$ cat src/rtl/i2ct_pkg.sv
package i2ct_pkg;

    typedef enum logic [2:0] {
        ST_IDLE,
        ST_ADDR,
        ST_ADDR_ACK,
        ST_WRITE,
        ST_WRITE_ACK,
        ST_READ,
        ST_READ_ACK,
        ST_IGNORE
    } tgt_state_e;

    // Bus events decoded from the synchronized lines
    typedef struct packed {
        logic scl_high;
        logic scl_rise;
        logic scl_fall;
        logic start;
        logic stop;
        logic sda;
    } bus_evt_t;

    localparam int BYTE_BITS = 8;

endpackage

$ cat src/rtl/i2ct_sync.sv
module i2ct_sync
    import i2ct_pkg::*;
#(
    parameter int STAGES = 2
) (
    input  logic     clk,
    input  logic     rst_n,
    input  logic     scl_in,
    input  logic     sda_in,
    output bus_evt_t evt
);

    localparam int LINES = 2;
    localparam int SCL_IDX = 1;
    localparam int SDA_IDX = 0;

    logic [LINES-1:0] raw;
    logic [LINES-1:0] cur;
    logic [LINES-1:0] prv;

    assign raw = {scl_in, sda_in};

    for (genvar g = 0; g < LINES; g++) begin : g_line
        logic [STAGES:0] pipe;
        always_ff @(posedge clk or negedge rst_n) begin
            if (!rst_n) begin
                pipe <= '1;
            end else begin
                pipe <= {pipe[STAGES-1:0], raw[g]};
            end
        end
        assign cur[g] = pipe[STAGES-1];
        assign prv[g] = pipe[STAGES];
    end

    always_comb begin
        evt          = '0;
        evt.scl_high = cur[SCL_IDX];
        evt.scl_rise = cur[SCL_IDX] & ~prv[SCL_IDX];
        evt.scl_fall = ~cur[SCL_IDX] & prv[SCL_IDX];
        evt.start    = cur[SCL_IDX] & prv[SCL_IDX] & prv[SDA_IDX] & ~cur[SDA_IDX];
        evt.stop     = cur[SCL_IDX] & prv[SCL_IDX] & ~prv[SDA_IDX] & cur[SDA_IDX];
        evt.sda      = cur[SDA_IDX];
    end

endmodule

$ cat src/rtl/i2ct_regfile.sv
module i2ct_regfile #(
    parameter int REG_COUNT = 8,
    parameter int DATA_W    = 8,
    localparam int PTR_W    = $clog2(REG_COUNT)
) (
    input  logic              clk,
    input  logic              rst_n,
    input  logic              wr_en,
    input  logic [PTR_W-1:0]  wr_idx,
    input  logic [DATA_W-1:0] wr_data,
    input  logic [PTR_W-1:0]  rd_idx,
    output logic [DATA_W-1:0] rd_data
);

    logic [DATA_W-1:0] cells [REG_COUNT];

    for (genvar g = 0; g < REG_COUNT; g++) begin : g_cell
        always_ff @(posedge clk or negedge rst_n) begin
            if (!rst_n) begin
                cells[g] <= '0;
            end else if (wr_en && (wr_idx == PTR_W'(g))) begin
                cells[g] <= wr_data;
            end
        end
    end

    assign rd_data = cells[rd_idx];

endmodule

$ cat src/rtl/i2ct_ctrl.sv
module i2ct_ctrl
    import i2ct_pkg::*;
#(
    parameter logic [6:0] DEV_ADDR  = 7'h42,
    parameter int         REG_COUNT = 8,
    localparam int        PTR_W     = $clog2(REG_COUNT)
) (
    input  logic                 clk,
    input  logic                 rst_n,
    input  bus_evt_t             evt,
    input  logic [BYTE_BITS-1:0] rd_data,
    output logic                 wr_en,
    output logic [PTR_W-1:0]     wr_idx,
    output logic [BYTE_BITS-1:0] wr_data,
    output logic [PTR_W-1:0]     rd_idx,
    output logic                 sda_drive,
    output tgt_state_e           state_o,
    output logic [PTR_W-1:0]     ptr_o
);

    localparam int CNT_W = $clog2(BYTE_BITS + 1);
    localparam logic [CNT_W-1:0] LAST_BIT = CNT_W'(BYTE_BITS);
    localparam logic [PTR_W-1:0] PTR_TOP  = PTR_W'(REG_COUNT - 1);

    tgt_state_e           state_q, state_d;
    logic [CNT_W-1:0]     bitcnt_q;
    logic [BYTE_BITS-1:0] shreg_q;
    logic [BYTE_BITS-1:0] txbyte_q;
    logic [PTR_W-1:0]     ptr_q;
    logic                 rw_q;
    logic                 first_q;
    logic                 ack_q;

    logic                 byte_done;
    logic                 addr_hit;
    logic                 byte_end;
    logic [PTR_W-1:0]     ptr_next;

    assign byte_done = (bitcnt_q == LAST_BIT);
    assign byte_end  = evt.scl_fall && byte_done;
    assign addr_hit  = (shreg_q[BYTE_BITS-1:1] == DEV_ADDR);
    assign ptr_next  = (ptr_q == PTR_TOP) ? '0 : ptr_q + 1'b1;

    // Next-state logic
    always_comb begin
        state_d = state_q;
        if (evt.stop) begin
            state_d = ST_IDLE;
        end else if (evt.start) begin
            state_d = ST_ADDR;
        end else begin
            unique case (state_q)
                ST_IDLE, ST_IGNORE: state_d = state_q;
                ST_ADDR:      if (byte_end) state_d = addr_hit ? ST_ADDR_ACK : ST_IGNORE;
                ST_ADDR_ACK:  if (evt.scl_fall) state_d = rw_q ? ST_READ : ST_WRITE;
                ST_WRITE:     if (byte_end) state_d = ST_WRITE_ACK;
                ST_WRITE_ACK: if (evt.scl_fall) state_d = ST_WRITE;
                ST_READ:      if (byte_end) state_d = ST_READ_ACK;
                ST_READ_ACK:  if (evt.scl_fall) state_d = ack_q ? ST_READ : ST_IGNORE;
                default:      state_d = ST_IDLE;
            endcase
        end
    end

    // State register
    always_ff @(posedge clk or negedge rst_n) begin
        if (!rst_n) begin
            state_q <= ST_IDLE;
        end else begin
            state_q <= state_d;
        end
    end

    // Shift, count and byte registers
    always_ff @(posedge clk or negedge rst_n) begin
        if (!rst_n) begin
            bitcnt_q <= '0;
            shreg_q  <= '0;
            txbyte_q <= '1;
            rw_q     <= 1'b0;
            first_q  <= 1'b0;
            ack_q    <= 1'b0;
        end else if (evt.start || evt.stop) begin
            bitcnt_q <= '0;
            txbyte_q <= '1;
            first_q  <= 1'b0;
            ack_q    <= 1'b0;
        end else begin
            unique case (state_q)
                ST_ADDR, ST_WRITE: begin
                    if (evt.scl_rise) begin
                        shreg_q  <= {shreg_q[BYTE_BITS-2:0], evt.sda};
                        bitcnt_q <= bitcnt_q + 1'b1;
                    end
                    if (byte_end) begin
                        bitcnt_q <= '0;
                        if (state_q == ST_ADDR) begin
                            rw_q <= shreg_q[0];
                        end else begin
                            first_q <= 1'b0;
                        end
                    end
                end
                ST_ADDR_ACK: begin
                    if (evt.scl_fall) begin
                        bitcnt_q <= '0;
                        first_q  <= ~rw_q;
                        txbyte_q <= rd_data;
                    end
                end
                ST_READ: begin
                    if (evt.scl_rise) begin
                        bitcnt_q <= bitcnt_q + 1'b1;
                    end
                    if (evt.scl_fall) begin
                        if (byte_done) begin
                            bitcnt_q <= '0;
                            txbyte_q <= '1;
                        end else begin
                            txbyte_q <= {txbyte_q[BYTE_BITS-2:0], 1'b1};
                        end
                    end
                end
                ST_READ_ACK: begin
                    if (evt.scl_rise) begin
                        ack_q <= ~evt.sda;
                    end
                    if (evt.scl_fall && ack_q) begin
                        txbyte_q <= rd_data;
                    end
                end
                ST_IDLE, ST_WRITE_ACK, ST_IGNORE: begin
                    bitcnt_q <= bitcnt_q;
                end
                default: bitcnt_q <= '0;
            endcase
        end
    end

    // Register pointer: loaded by the first written byte, stepped per data byte
    always_ff @(posedge clk or negedge rst_n) begin
        if (!rst_n) begin
            ptr_q <= '0;
        end else if (!evt.start && !evt.stop && byte_end) begin
            if (state_q == ST_WRITE) begin
                ptr_q <= first_q ? shreg_q[PTR_W-1:0] : ptr_next;
            end else if (state_q == ST_READ) begin
                ptr_q <= ptr_next;
            end
        end
    end

    // Outputs
    always_comb begin
        sda_drive = 1'b0;
        unique case (state_q)
            ST_ADDR_ACK, ST_WRITE_ACK: sda_drive = 1'b1;
            ST_READ:                   sda_drive = ~txbyte_q[BYTE_BITS-1];
            default:                   sda_drive = 1'b0;
        endcase
        wr_en   = (state_q == ST_WRITE) && byte_end && !first_q && !evt.start && !evt.stop;
        wr_idx  = ptr_q;
        wr_data = shreg_q;
        rd_idx  = ptr_q;
        state_o = state_q;
        ptr_o   = ptr_q;
    end

endmodule

$ cat src/rtl/i2c_regfile_target.sv
module i2c_regfile_target
    import i2ct_pkg::*;
#(
    parameter logic [6:0] DEV_ADDR    = 7'h42,
    parameter int         REG_COUNT   = 8,
    parameter int         SYNC_STAGES = 2
) (
    input  logic clk,
    input  logic rst_n,
    input  logic scl_in,
    input  logic sda_in,
    output logic sda_drive_low
);

    localparam int PTR_W = $clog2(REG_COUNT);

    bus_evt_t             evt;
    logic                 wr_en;
    logic [PTR_W-1:0]     wr_idx;
    logic [BYTE_BITS-1:0] wr_data;
    logic [PTR_W-1:0]     rd_idx;
    logic [BYTE_BITS-1:0] rd_data;
    tgt_state_e           ctrl_state;
    logic [PTR_W-1:0]     ctrl_ptr;

    i2ct_sync #(
        .STAGES (SYNC_STAGES)
    ) u_sync (
        .clk    (clk),
        .rst_n  (rst_n),
        .scl_in (scl_in),
        .sda_in (sda_in),
        .evt    (evt)
    );

    i2ct_regfile #(
        .REG_COUNT (REG_COUNT),
        .DATA_W    (BYTE_BITS)
    ) u_regs (
        .clk     (clk),
        .rst_n   (rst_n),
        .wr_en   (wr_en),
        .wr_idx  (wr_idx),
        .wr_data (wr_data),
        .rd_idx  (rd_idx),
        .rd_data (rd_data)
    );

    i2ct_ctrl #(
        .DEV_ADDR  (DEV_ADDR),
        .REG_COUNT (REG_COUNT)
    ) u_ctrl (
        .clk       (clk),
        .rst_n     (rst_n),
        .evt       (evt),
        .rd_data   (rd_data),
        .wr_en     (wr_en),
        .wr_idx    (wr_idx),
        .wr_data   (wr_data),
        .rd_idx    (rd_idx),
        .sda_drive (sda_drive_low),
        .state_o   (ctrl_state),
        .ptr_o     (ctrl_ptr)
    );

endmodule

$ cat config.mk
export PLATFORM = sky130hd
export DESIGN_NAME = i2c_regfile_target
export DESIGN_NICKNAME = d
export VERILOG_FILES = /design/src/rtl/i2ct_pkg.sv /design/src/rtl/i2ct_sync.sv /design/src/rtl/i2ct_regfile.sv /design/src/rtl/i2ct_ctrl.sv /design/src/rtl/i2c_regfile_target.sv
export SDC_FILE = /design/constraint.sdc
export NUM_CORES = 1
export LEC_CHECK = 0
export BUFFER_PORTS_ARGS = -buffer_cell sky130_fd_sc_hd__buf_2
export CAP_MARGIN = 20
export CORE_MARGIN = 1.5
export CORE_UTILIZATION = 55
export CTS_CLUSTER_DIAMETER = 150
export CTS_CLUSTER_SIZE = 16
export DETAILED_ROUTE_END_ITERATION = 6
export GPL_TIMING_DRIVEN = 0
export PLACE_DENSITY_LB_ADDON = 0.12
export SETUP_SLACK_MARGIN = 0.5
export SLEW_MARGIN = 30
export SYNTH_ARGS = -nofsm -noshare
export SYNTH_HDL_FRONTEND = slang
export SYNTH_SLANG_ARGS = --single-unit
$ cat constraint.sdc
create_clock -name clk -period 1.8 [get_ports clk]
set_clock_uncertainty 0.05 [all_clocks]
set_input_delay 0.09 -clock clk [delete_from_list [all_inputs] [get_ports clk]]
set_output_delay 0.09 -clock clk [all_outputs]
set_load 0.02 [all_outputs]
Yosys cells after proc, flatten, opt, wreduce, memory -nomap -nowiden
Index checks and enable logic that the tools add are counted.
{ "word_totals": {"register_bits": 99, "inputBits": 4, "out_inout_bits": 1, "word_cells": 144} }
{ "classes": {"addsub": 2, "order_cmp": 1, "n_eq_ne": 28, "n_mux": 41, "bitwise": 15, "n_reduce_logical": 39} }
{ "ops": {"columns": ["op", "n"], "rows": [
  ["two-way mux 8 bit", 7],
  ["two-way mux 3 bit", 14],
  ["binary-select mux 8 bit (select 3 bit)", 1],
  ["== test 3 bit (second input constant)", 8],
  ["two-way mux 4 bit", 6],
  ["!= test 4 x 1 -> 1 bit (second input constant)", 6],
  ["one-hot mux 8 bit (3 select lines)", 1],
  ["one-hot mux 3 bit (6 select lines)", 1],
  ["logical AND 1 bit", 16],
  ["!= test 3 x 1 -> 1 bit (second input constant)", 5],
  ["== test 3 x 2 -> 1 bit (second input constant)", 4],
  ["one-hot mux 4 bit (3 select lines)", 1],
  ["AND reduction 4 bit", 3],
  ["nonzero test 4 bit", 2],
  ["bitwise AND 1 bit", 7],
  ["== test 7 bit (second input constant)", 1],
  ["two-way mux 1 bit", 7],
  ["NOT 1 bit", 7],
  ["AND reduction 7 bit", 1],
  ["== test 3 x 1 -> 1 bit (second input constant)", 2],
  ["logical NOT 3 bit", 2],
  ["AND reduction 2 bit", 3],
  ["nonzero test 2 bit", 3],
  ["OR reduction 2 bit", 3],
  ["other kinds (12)", 15]
]} }

Depth between registers and ports, before layout
Gate-level depths: netlist of run 1.
{ "depth": {"word_depth": 8, "ltp_mapped": 7, "depth_no_buf": 6} }

Modules after synthesis
A second synthesis of run 1 with hierarchy kept.
{ "hier_totals": {"hier_cells": 351, "area_unflattened_um2": 4933.5} }
{ "modules_own_cells": {"columns": ["mod", "instances", "cells_each", "area_per_inst_um2", "seq_area_each_um2"], "rows": [
  ["i2ct_regfile", 1, 172, 2992.9, 1601.5],
  ["i2ct_ctrl", 1, 167, 1735.4, 735.7],
  ["i2ct_sync", 1, 12, 205.2, 157.7]
]} }

Least setup slack after synthesis of run 1
OpenSTA, ideal clock, no wires.
{ "synth_timing": {"path_type": "reg-to-reg", "start": "register u_ctrl.bitcnt_q[0]", "end": "register u_ctrl.ptr_q[2], in the netlist u_ctrl.ptr_o[2]", "setup_time_ns": 0.125, "arrival_ns": 1.710, "required_time_ns": 1.625, "slack_ns": -0.085, "stages_incl_launch_ff": 8, "path_buffers": 1, "synth_period_minus_slack_ns": 1.885, "path_cell_list": "dfrtp_1 -> inv_1 -> ha_1 -> and3b_1 -> clkbuf_1 -> nand3_1 -> a21oi_1 -> mux2_2"} }
{ "synth_via": {"elab_chain_cells": 4} }
{ "synth_rtl": {"columns": ["element", "line_no", "source"], "rows": [
  ["start: declaration", "i2ct_ctrl.sv:26", "logic [CNT_W-1:0] bitcnt_q;"],
  ["start signal: assignment", "i2ct_ctrl.sv:93", "bitcnt_q <= bitcnt_q + 1'b1;"],
  ["start signal: assignment", "i2ct_ctrl.sv:113", "bitcnt_q <= bitcnt_q + 1'b1;"],
  ["start signal: assignment", "i2ct_ctrl.sv:133", "bitcnt_q <= bitcnt_q;"],
  ["== test 4 bit", "i2ct_ctrl.sv:39", "assign byte_done = (bitcnt_q == LAST_BIT);"],
  ["logical AND 1 bit", "i2ct_ctrl.sv:40", "assign byte_end = evt.scl_fall && byte_done;"],
  ["logical AND 1 bit", "i2ct_ctrl.sv:144", "end else if (!evt.start && !evt.stop && byte_end) begin"],
  ["AND reduction 2 bit (no line)", null, null],
  ["end signal: assignment", "i2ct_ctrl.sv:146", "ptr_q <= first_q ? shreg_q[PTR_W-1:0] : ptr_next;"],
  ["end signal: assignment", "i2ct_ctrl.sv:148", "ptr_q <= ptr_next;"],
  ["end: declaration", "i2ct_ctrl.sv:29", "logic [PTR_W-1:0] ptr_q;"]
]} }
Every way passes these cells.
A chain may end at the register's enable or synchronous reset.

Worst setup path after layout of run 1
{ "layout_timing": {"start": "register u_ctrl.bitcnt_q[1]", "end": "register u_regs.cells[54] in the netlist's numbering"} }
{ "layout_via": {"elab_chain_cells": 7} }
{ "layout_rtl": {"columns": ["element", "line_no", "source"], "rows": [
  ["== test 4 bit", "i2ct_ctrl.sv:39", null],
  ["logical AND 1 bit", "i2ct_ctrl.sv:40", null],
  ["logical AND 1 bit (4 in a row)", "i2ct_ctrl.sv:161", "wr_en = (state_q == ST_WRITE) && byte_end && !first_q && !evt.start && !evt.stop;"],
  ["logical AND 1 bit", "i2ct_regfile.sv:21", "end else if (wr_en && (wr_idx == PTR_W'(g))) begin"],
  ["end signal: indexed assignment", "i2ct_regfile.sv:22", "cells[g] <= wr_data;"],
  ["end: declaration", "i2ct_regfile.sv:15", "logic [DATA_W-1:0] cells [REG_COUNT];"]
]} }
Every way passes these cells.

==> metrics.md, run 1 <==
| Metric | Value |
|---|---|
| Required @ worst endpoint | 2010 ps |
| Psw | approximately 2100 uW |
| Die Height | 98.7 um |
| Slew margin rel. | 0.626 |
| R2r startpoint | u_ctrl.bitcnt_q[1]$_DFFE_PN0P_ |
| Worst setup EP type | register |
| Ys flop type | dfrtp_1 |
| Total grt overflow | 0 |
| RSZ-0062 raised after global routing | yes |
| H-Tree Depth | 3 |
| CP Max Fanout | 8 |
| CTS clk-pin slew, worst paths | around 100 ps |
| Leak | 0.00297 uW |
| Area leader, netlist | dfrtp_1 |
| Vias in the first global route | 3,519 |
| M2 GR Usage | 0.412 |
| Final Max Tran Viols | 0 |
| Met3 Track Usage GR | 0.0433 |
| Crit path setup slack, layout | -142 ps |
| Post-Syn Area | slightly above 5000 um2 |
| Ranking of synthesized cells by area | dfrtp_1 42%, mux2_4 14%, dfstp_2 7.3% |
| Antenna violations before repair | 0 |
| Via density | roughly 6.0 |
| Cell-internal power | around 4000 uW |
| DP HPWL | around 7 mm |
| Switching Share | 0.344 |
| Ant. Diodes | 0 |
| Post-synthesis register bit count | 99 |
| Largest net degree at the start of global routing | 67 |
| Initial core utilization | 0.572 |
| Area share of the largest cell type after synthesis | 0.422 |
| Min cycle time layout | between 1500 and 2000 ps |
| Crit path max-delay cell type | dfrtp_1 |
| Clock Latency Late Sink | roughly 370 ps |
| Vias | ~3,300 |
| Core area | ~9000 um2 |
| Most numerous cell in the Yosys netlist | dfrtp_1 |
| Count of input and output buffers | 4 |
| Worst-Margin Slew | roughly 560 ps |
| Final count of hold timing violations | 0 |
| Status | complete, but fails checks |
| Ys Warns | 0 |
| Final nets | 453 |
| Cells after Synth | 386 |
| Number of flops mapped to enable cells by yosys | 0 |
| Syn nets | slightly below 400 |
| Layout area overhead | 25.7% |
| Reg power frac | 0.427 |
| Row count | 34 |
| R2R Setup Slk | -140 ps |
| Die area | 9740 um2 |
| Post-synth cell types | 53 |
| DRC Markers | 1 |
| CTS Buf Count | 9 |
| Die width | ~99 um |
| FF-to-FF End | u_regs.cells[54]$_DFFE_PN0P_ |
| Sequential area share after synthesis | 0.496 |
| CP arrival | about 2200 ps |
| Cell Chain, Critical Path | inv_2 > ha_4 > and3b_2 > and4_4 > buf_12 > nand3_4 > mux2_4 |
| WL per Instance | approximately 22 um |
| GR peak layer | met2 |
| CTS Buffer Depth | 2 |
| Kind of critical path | register to register |
| Min Hold Slack | ~110 ps |
| Failing checks | design-rule violations, negative setup slack |
| # clock sinks | ~100 |
| # setup viols final | between 60 and 70 |
| Max frequency | roughly 0.52 GHz |
| Max_cap viols | 0 |
| Final wirelength | around 12 mm |
| GRT Overall Usage | 0.263 |
| CP max stage delay | 410 ps |
| Min-delay worst type | input pin to async pin |
| Clock share of power | 0.236 |
| Fraction of registers with async set/reset | 1.00 |
| CTS tree | done |
| Met1 Use GR | 0.385 |
| Synth cell count leaders | 85 x dfrtp_1, 48 x mux2_4, 34 x mux2i_1 |
| Root buffer cell | clkbuf_8 |
| Setup WS pre-CTS | -227 ps |
| Layout cells sized above 1 | 0.491 |
| Crit share post-route | 1.08 |
| Global-route wire length before repair | roughly 20 mm |
| Peak VDD IR | 775 uV |
| DRT antenna net count | 0 |
| Syn_area_per_cell | roughly 13 um2 |
| IO Count | 5 |
| R2R cell count | 7 |
| P per Cell Area | 982 nW/um2 |
| DRT Pass-1 Iters | 7 |
| 1st-iter DRT viols | around 150 |
| Logic pwr share | 0.337 |
| Startpoint types | register |
| RD Place Congestion | approximately 0.86 |
-- final cells by class --
type / instances / area [um2]
multi-input combinational: 246 / 2750
clock buffer: 9 / 124
fill: 560 / 2470
buffer: 26 / 258
inverter: 15 / 62.6
tap: 108 / 135
sequential: 99 / 2500
timing repair buffer: 44 / 432
clock inverter: 7 / 75.1
-- kinds of logic after synthesis --
group	synth area share
adder cells (fa/ha/maj)	0.0199
multiplexers	0.278
XOR/XNOR	0.00522
flip-flops	0.496
AND/OR/NAND/NOR	0.0957
AO/OA/AOI/OAI	0.0713
buffers and inverters	0.0345
-- worst max path at each step --
| stage | startpoint | to | cells past startpoint |
|---|---|---|---|
| 2_1_floorplan | u_sync.g_line[1].pipe[1]$_DFF_PN1_ | u_regs.cells[17]$_DFFE_PN0P_ | 6 |
| 3_3_place_gp | rst_n | u_ctrl.ack_q$_DFFE_PN0P_ | 1 |
| 3_5_place_dp | u_ctrl.bitcnt_q[0]$_DFFE_PN0P_ | u_regs.cells[54]$_DFFE_PN0P_ | 7 |
| 4_1_cts | u_ctrl.bitcnt_q[0]$_DFFE_PN0P_ | u_regs.cells[54]$_DFFE_PN0P_ | 7 |
| 5_1_grt | u_ctrl.bitcnt_q[0]$_DFFE_PN0P_ | u_regs.cells[54]$_DFFE_PN0P_ | 7 |
| 6_report | u_ctrl.bitcnt_q[1]$_DFFE_PN0P_ | u_regs.cells[54]$_DFFE_PN0P_ | 7 |
-- per-stage QoR --
step / power, uW / instance area [um2] / TNS [ps] / cells / util
floorplan: 3620 / 5090 / -2010 / 386 / -
global placement: 3960 / 5250 / -44130 / 498 / 0.596
detailed placement: 4010 / 5280 / -13530 / 499 / 0.600
CTS: 6020 / 6070 / -6080 / 544 / 0.689
global route: 6500 / 6330 / -9860 / 554 / 0.719
finish: 6220 / 6330 / -6250 / 554 / 0.719
-- critical path, delay by kind of cell (launching register included) --
kind	cells	cell delay (ps)
flip-flops	1	410
adder cells (fa/ha/maj)	1	120
multiplexers	1	370
buffers and inverters	2	230
AND/OR/NAND/NOR	3	650
-- timing repair --
item / in CTS / in global routing
buffers inserted: 26 / 9
gates cloned: 0 / 1
hold buffers: 3 / 0
pin swaps: 30 / 27
hold endpoints to repair: 95 / 0
setup endpoints to repair: 94 / 94
gates resized for setup: 97 / 40
-- power by group through the flow --
stage	clock, uW	combinational [uW]	sequential [uW]
floorplan	0	989	2630
global placement	0	1300	2660
detailed placement	0	1350	2660
CTS	1490	1900	2630
global route	1570	2250	2680
finish	1470	2100	2660
-- state kept, by name (all words and copies together), names as in the netlist --
signal              count
u_ctrl.first_q          1
u_ctrl.rw_q             1
u_ctrl.ack_q            1
u_sync.g_line.pipe      6
u_ctrl.state_o          3
u_ctrl.txbyte_q         8
u_regs.cells           64
u_ctrl.wr_data          8
u_ctrl.bitcnt_q         4
u_ctrl.ptr_o            3
-- per-layer routing --
| layer | wire length (um) | part of all wire | up-vias |
|---|---|---|---|
| met5 | 0 | 0 | - |
| met4 | 197 | 0.016 | 0 |
| met3 | 426 | 0.036 | 15 |
| met2 | 5580 | 0.47 | 59 |
| met1 | 5760 | 0.48 | 1726 |
| li1 | - | - | 1513 |
-- cell usage in the layout (no fill, tap or decap), types with 5 or more instances in the layout --
cell type / synthesis / final
buf_6: 1 / 15
clkbuf_8: 0 / 12
mux2_1: 16 / 8
nand2_1: 16 / 15
nand3_4: 6 / 7
o21ai_0: 14 / 8
nor2_1: 9 / 5
clkbuf_1: 17 / 7
nand4_1: 11 / 11
buf_4: 1 / 27
ha_1: 8 / 5
dfrtp_1: 85 / 84
a32oi_1: 7 / 7
mux2i_1: 34 / 29
dfstp_2: 14 / 14
mux2_4: 48 / 66
inv_1: 15 / 10
Note: power is estimated with default switching activity, not from simulation.
==> run 2, diff against run 1 <==
Clock period 1.8 ns to 1.9 ns, I/O delays scaled along.
==> run 2 against run 1 <==
Against the previous run: the run ends with negative setup slack left; sequential share of layout area increased by 0.22 points; via count grew 1.4%; cell count down 0.90%; combinational power fell by 5%; flip-flop and latch count stayed put; critical path type unchanged.
==> metrics.md, run 2 (synthesis results as in run 1) <==
| Metric | Value |
|---|---|
| 1st-iter DRT viols | approximately 180 |
| Required @ worst endpoint | 2090 ps |
| Crit path setup slack, layout | -54.0 ps |
| Final Max Tran Viols | 0 |
| Via density | between 6 and 7 |
| Die Height | 98.7 um |
| Cell area after layout | ~6300 um2 |
| WL per Instance | around 22 um |
| CTS tree | done |
| Die width | 98.7 um |
| Worst setup EP type | register |
| # setup viols final | 60 |
| Commonest non-fill, non-tap cell in the layout | dfrtp_1 |
| Largest net degree at the start of global routing | 64 |
| Core area | roughly 9000 um2 |
| Critical path's top delay family | simple AND/OR/NAND/NOR gates |
| Min Hold Slack | 143 ps |
| Failing checks | negative setup slack |
| Global-route wire length before repair | slightly below 20 mm |
| RD Place Congestion | just under 0.9 |
| Min cycle time layout | slightly below 2000 ps |
| GRT Overall Usage | 0.260 |
| Startpoint types | register |
| Root buffer cell | clkbuf_8 |
| Peak VDD IR | 640 uV |
| Layout area overhead | 25.0% |
| Status | complete, but fails checks |
| DRT antenna net count | 0 |
| P per Cell Area | around 950 nW/um2 |
| DP HPWL | roughly 7.1 mm |
| Antenna violations before repair | 0 |
| Total power | 6010 uW |
| Final core occ | 0.715 |
| Reg area | about 2500 um2 |
| Total grt overflow | 0 |
| H-Tree Depth | 3 |
| Min-delay worst type | input pin to async pin |
| Layout cells sized above 1 | 0.494 |
| DRC Markers | 0 |
| Initial core utilization | 0.572 |
| Die area | slightly below 10,000 um2 |
| Vias in the first global route | roughly 3,500 |
| Largest register FFs | 64 |
| Leak | ~0.003 uW |
| # clock sinks | slightly below 100 |
| DRT Pass-1 Iters | 5 |
| Max_cap viols | 0 |
| Cell Chain, Critical Path | buf_4 > nor3b_2 > and4_4 > buf_12 > nand3_4 > mux2_4 |
| Setup TNS | -1880 ps |
| Ant. Diodes | 0 |
| CP max stage delay | roughly 380 ps |
| CTS clk-pin slew, worst paths | 110 ps |
| Worst Path Buf+Inv | 2 |
| IO Count | 5 |
| CP arrival | ~2200 ps |
| Clock Latency Late Sink | between 300 and 400 ps |
| Crit path max-delay cell type | dfrtp_1 |
| Area of placed instances | 5270 um2 |
| CTS Buffer Depth | 2 |
| Most frequent cells in the layout | 84 x dfrtp_1, 74 x mux2_4, 33 x mux2i_1 |
| Fill cells | 551 |
| Count of input and output buffers | 4 |
| Row count | 34 |
| Crit share post-route | 1.03 |
| CP Max Fanout | 8 |
| Final count of hold timing violations | 0 |
| Biggest register | u_regs.cells |
| Kind of critical path | register to register |
| R2R Setup Slk | -50 ps |
| Slew margin rel. | 0.564 |
| Max frequency | 0.512 GHz |
| CTS Buf Count | 9 |
| Vias | around 3,400 |
| Multi-input gate area | approximately 2800 um2 |
| RSZ-0062 raised after global routing | yes |
| Worst-Margin Slew | about 650 ps |
| Final wirelength | approximately 12 mm |
| Final nets | roughly 450 |
==> run 2: cell types whose count changed in the layout (fill, tap and decap cells not counted), sizes merged <==
cell | previous run | this run
clkinv | 4 | 1
clkinvlp | 1 | 3
buf | 53 | 49
==> run 2: worst paths after layout <==
path / startpoint / to / cells after the start
setup / recovery: u_ctrl.state_o[2]$_DFFE_PN0P_ / u_regs.cells[53]$_DFFE_PN0P_ / 6
hold / removal: rst_n / u_regs.cells[27]$_DFFE_PN0P_ / 2
setup reg to reg: u_ctrl.state_o[2]$_DFFE_PN0P_ / u_regs.cells[53]$_DFFE_PN0P_ / 6
hold reg to reg: u_sync.g_line[1].pipe[0]$_DFF_PN1_ / u_sync.g_line[1].pipe[1]$_DFF_PN1_ / 0
max in group asynchronous: rst_n / u_ctrl.txbyte_q[2]$_DFFE_PN1P_ / 3
min in group clk: u_sync.g_line[1].pipe[0]$_DFF_PN1_ / u_sync.g_line[1].pipe[1]$_DFF_PN1_ / 0
==> run 2: per-layer routing <==
| layer | GRT usage | part of all wire | up-vias |
|---|---|---|---|
| li1 | - | - | 1502 |
| met1 | 0.398 | 0.48 | 1738 |
| met2 | 0.390 | 0.47 | 102 |
| met3 | 0.0447 | 0.036 | 17 |
| met4 | 0.0571 | 0.013 | 0 |
| met5 | 0 | 0 | - |
==> run 2: per-stage QoR <==
step | cells | setup slack (ps)
floorplan | 386 | 59.7
global placement | 498 | -310
detailed placement | 499 | -109
CTS | 545 | -40.4
global route | 549 | -87.7
finish | 549 | -54.0
==> run 2: layout make-up <==
type | count | area share
buffer | 26 | 0.0370
tap | 108 | 0.0215
multi-input combinational | 246 | 0.438
sequential | 99 | 0.396
timing repair buffer | 39 | 0.0624
clock inverter | 6 | 0.0127
clock buffer | 10 | 0.0219
inverter | 15 | 0.0101
==> run 2: worst register-to-register path, stage by stage (launching register included) <==
cell,delay (ps)
dfrtp_1,380
buf_4,170
nor3b_2,250
and4_4,270
buf_12,150
nand3_4,200
mux2_4,370
==> run 2: power breakdown <==
group	internal [uW]	switching [uW]
Combinational	843	1150
Clock	675	795
Sequential	2370	175
==> run 2: timing repair <==
action | in CTS | in global routing
hold buffers | 3 | 0
gates resized for setup | 109 | 31
setup buffers | 26 | 4
setup endpoints to repair | 94 | 94
cloned | 1 | 0
pin swaps | 32 | 17
endpoints found under the hold margin | 87 | 0
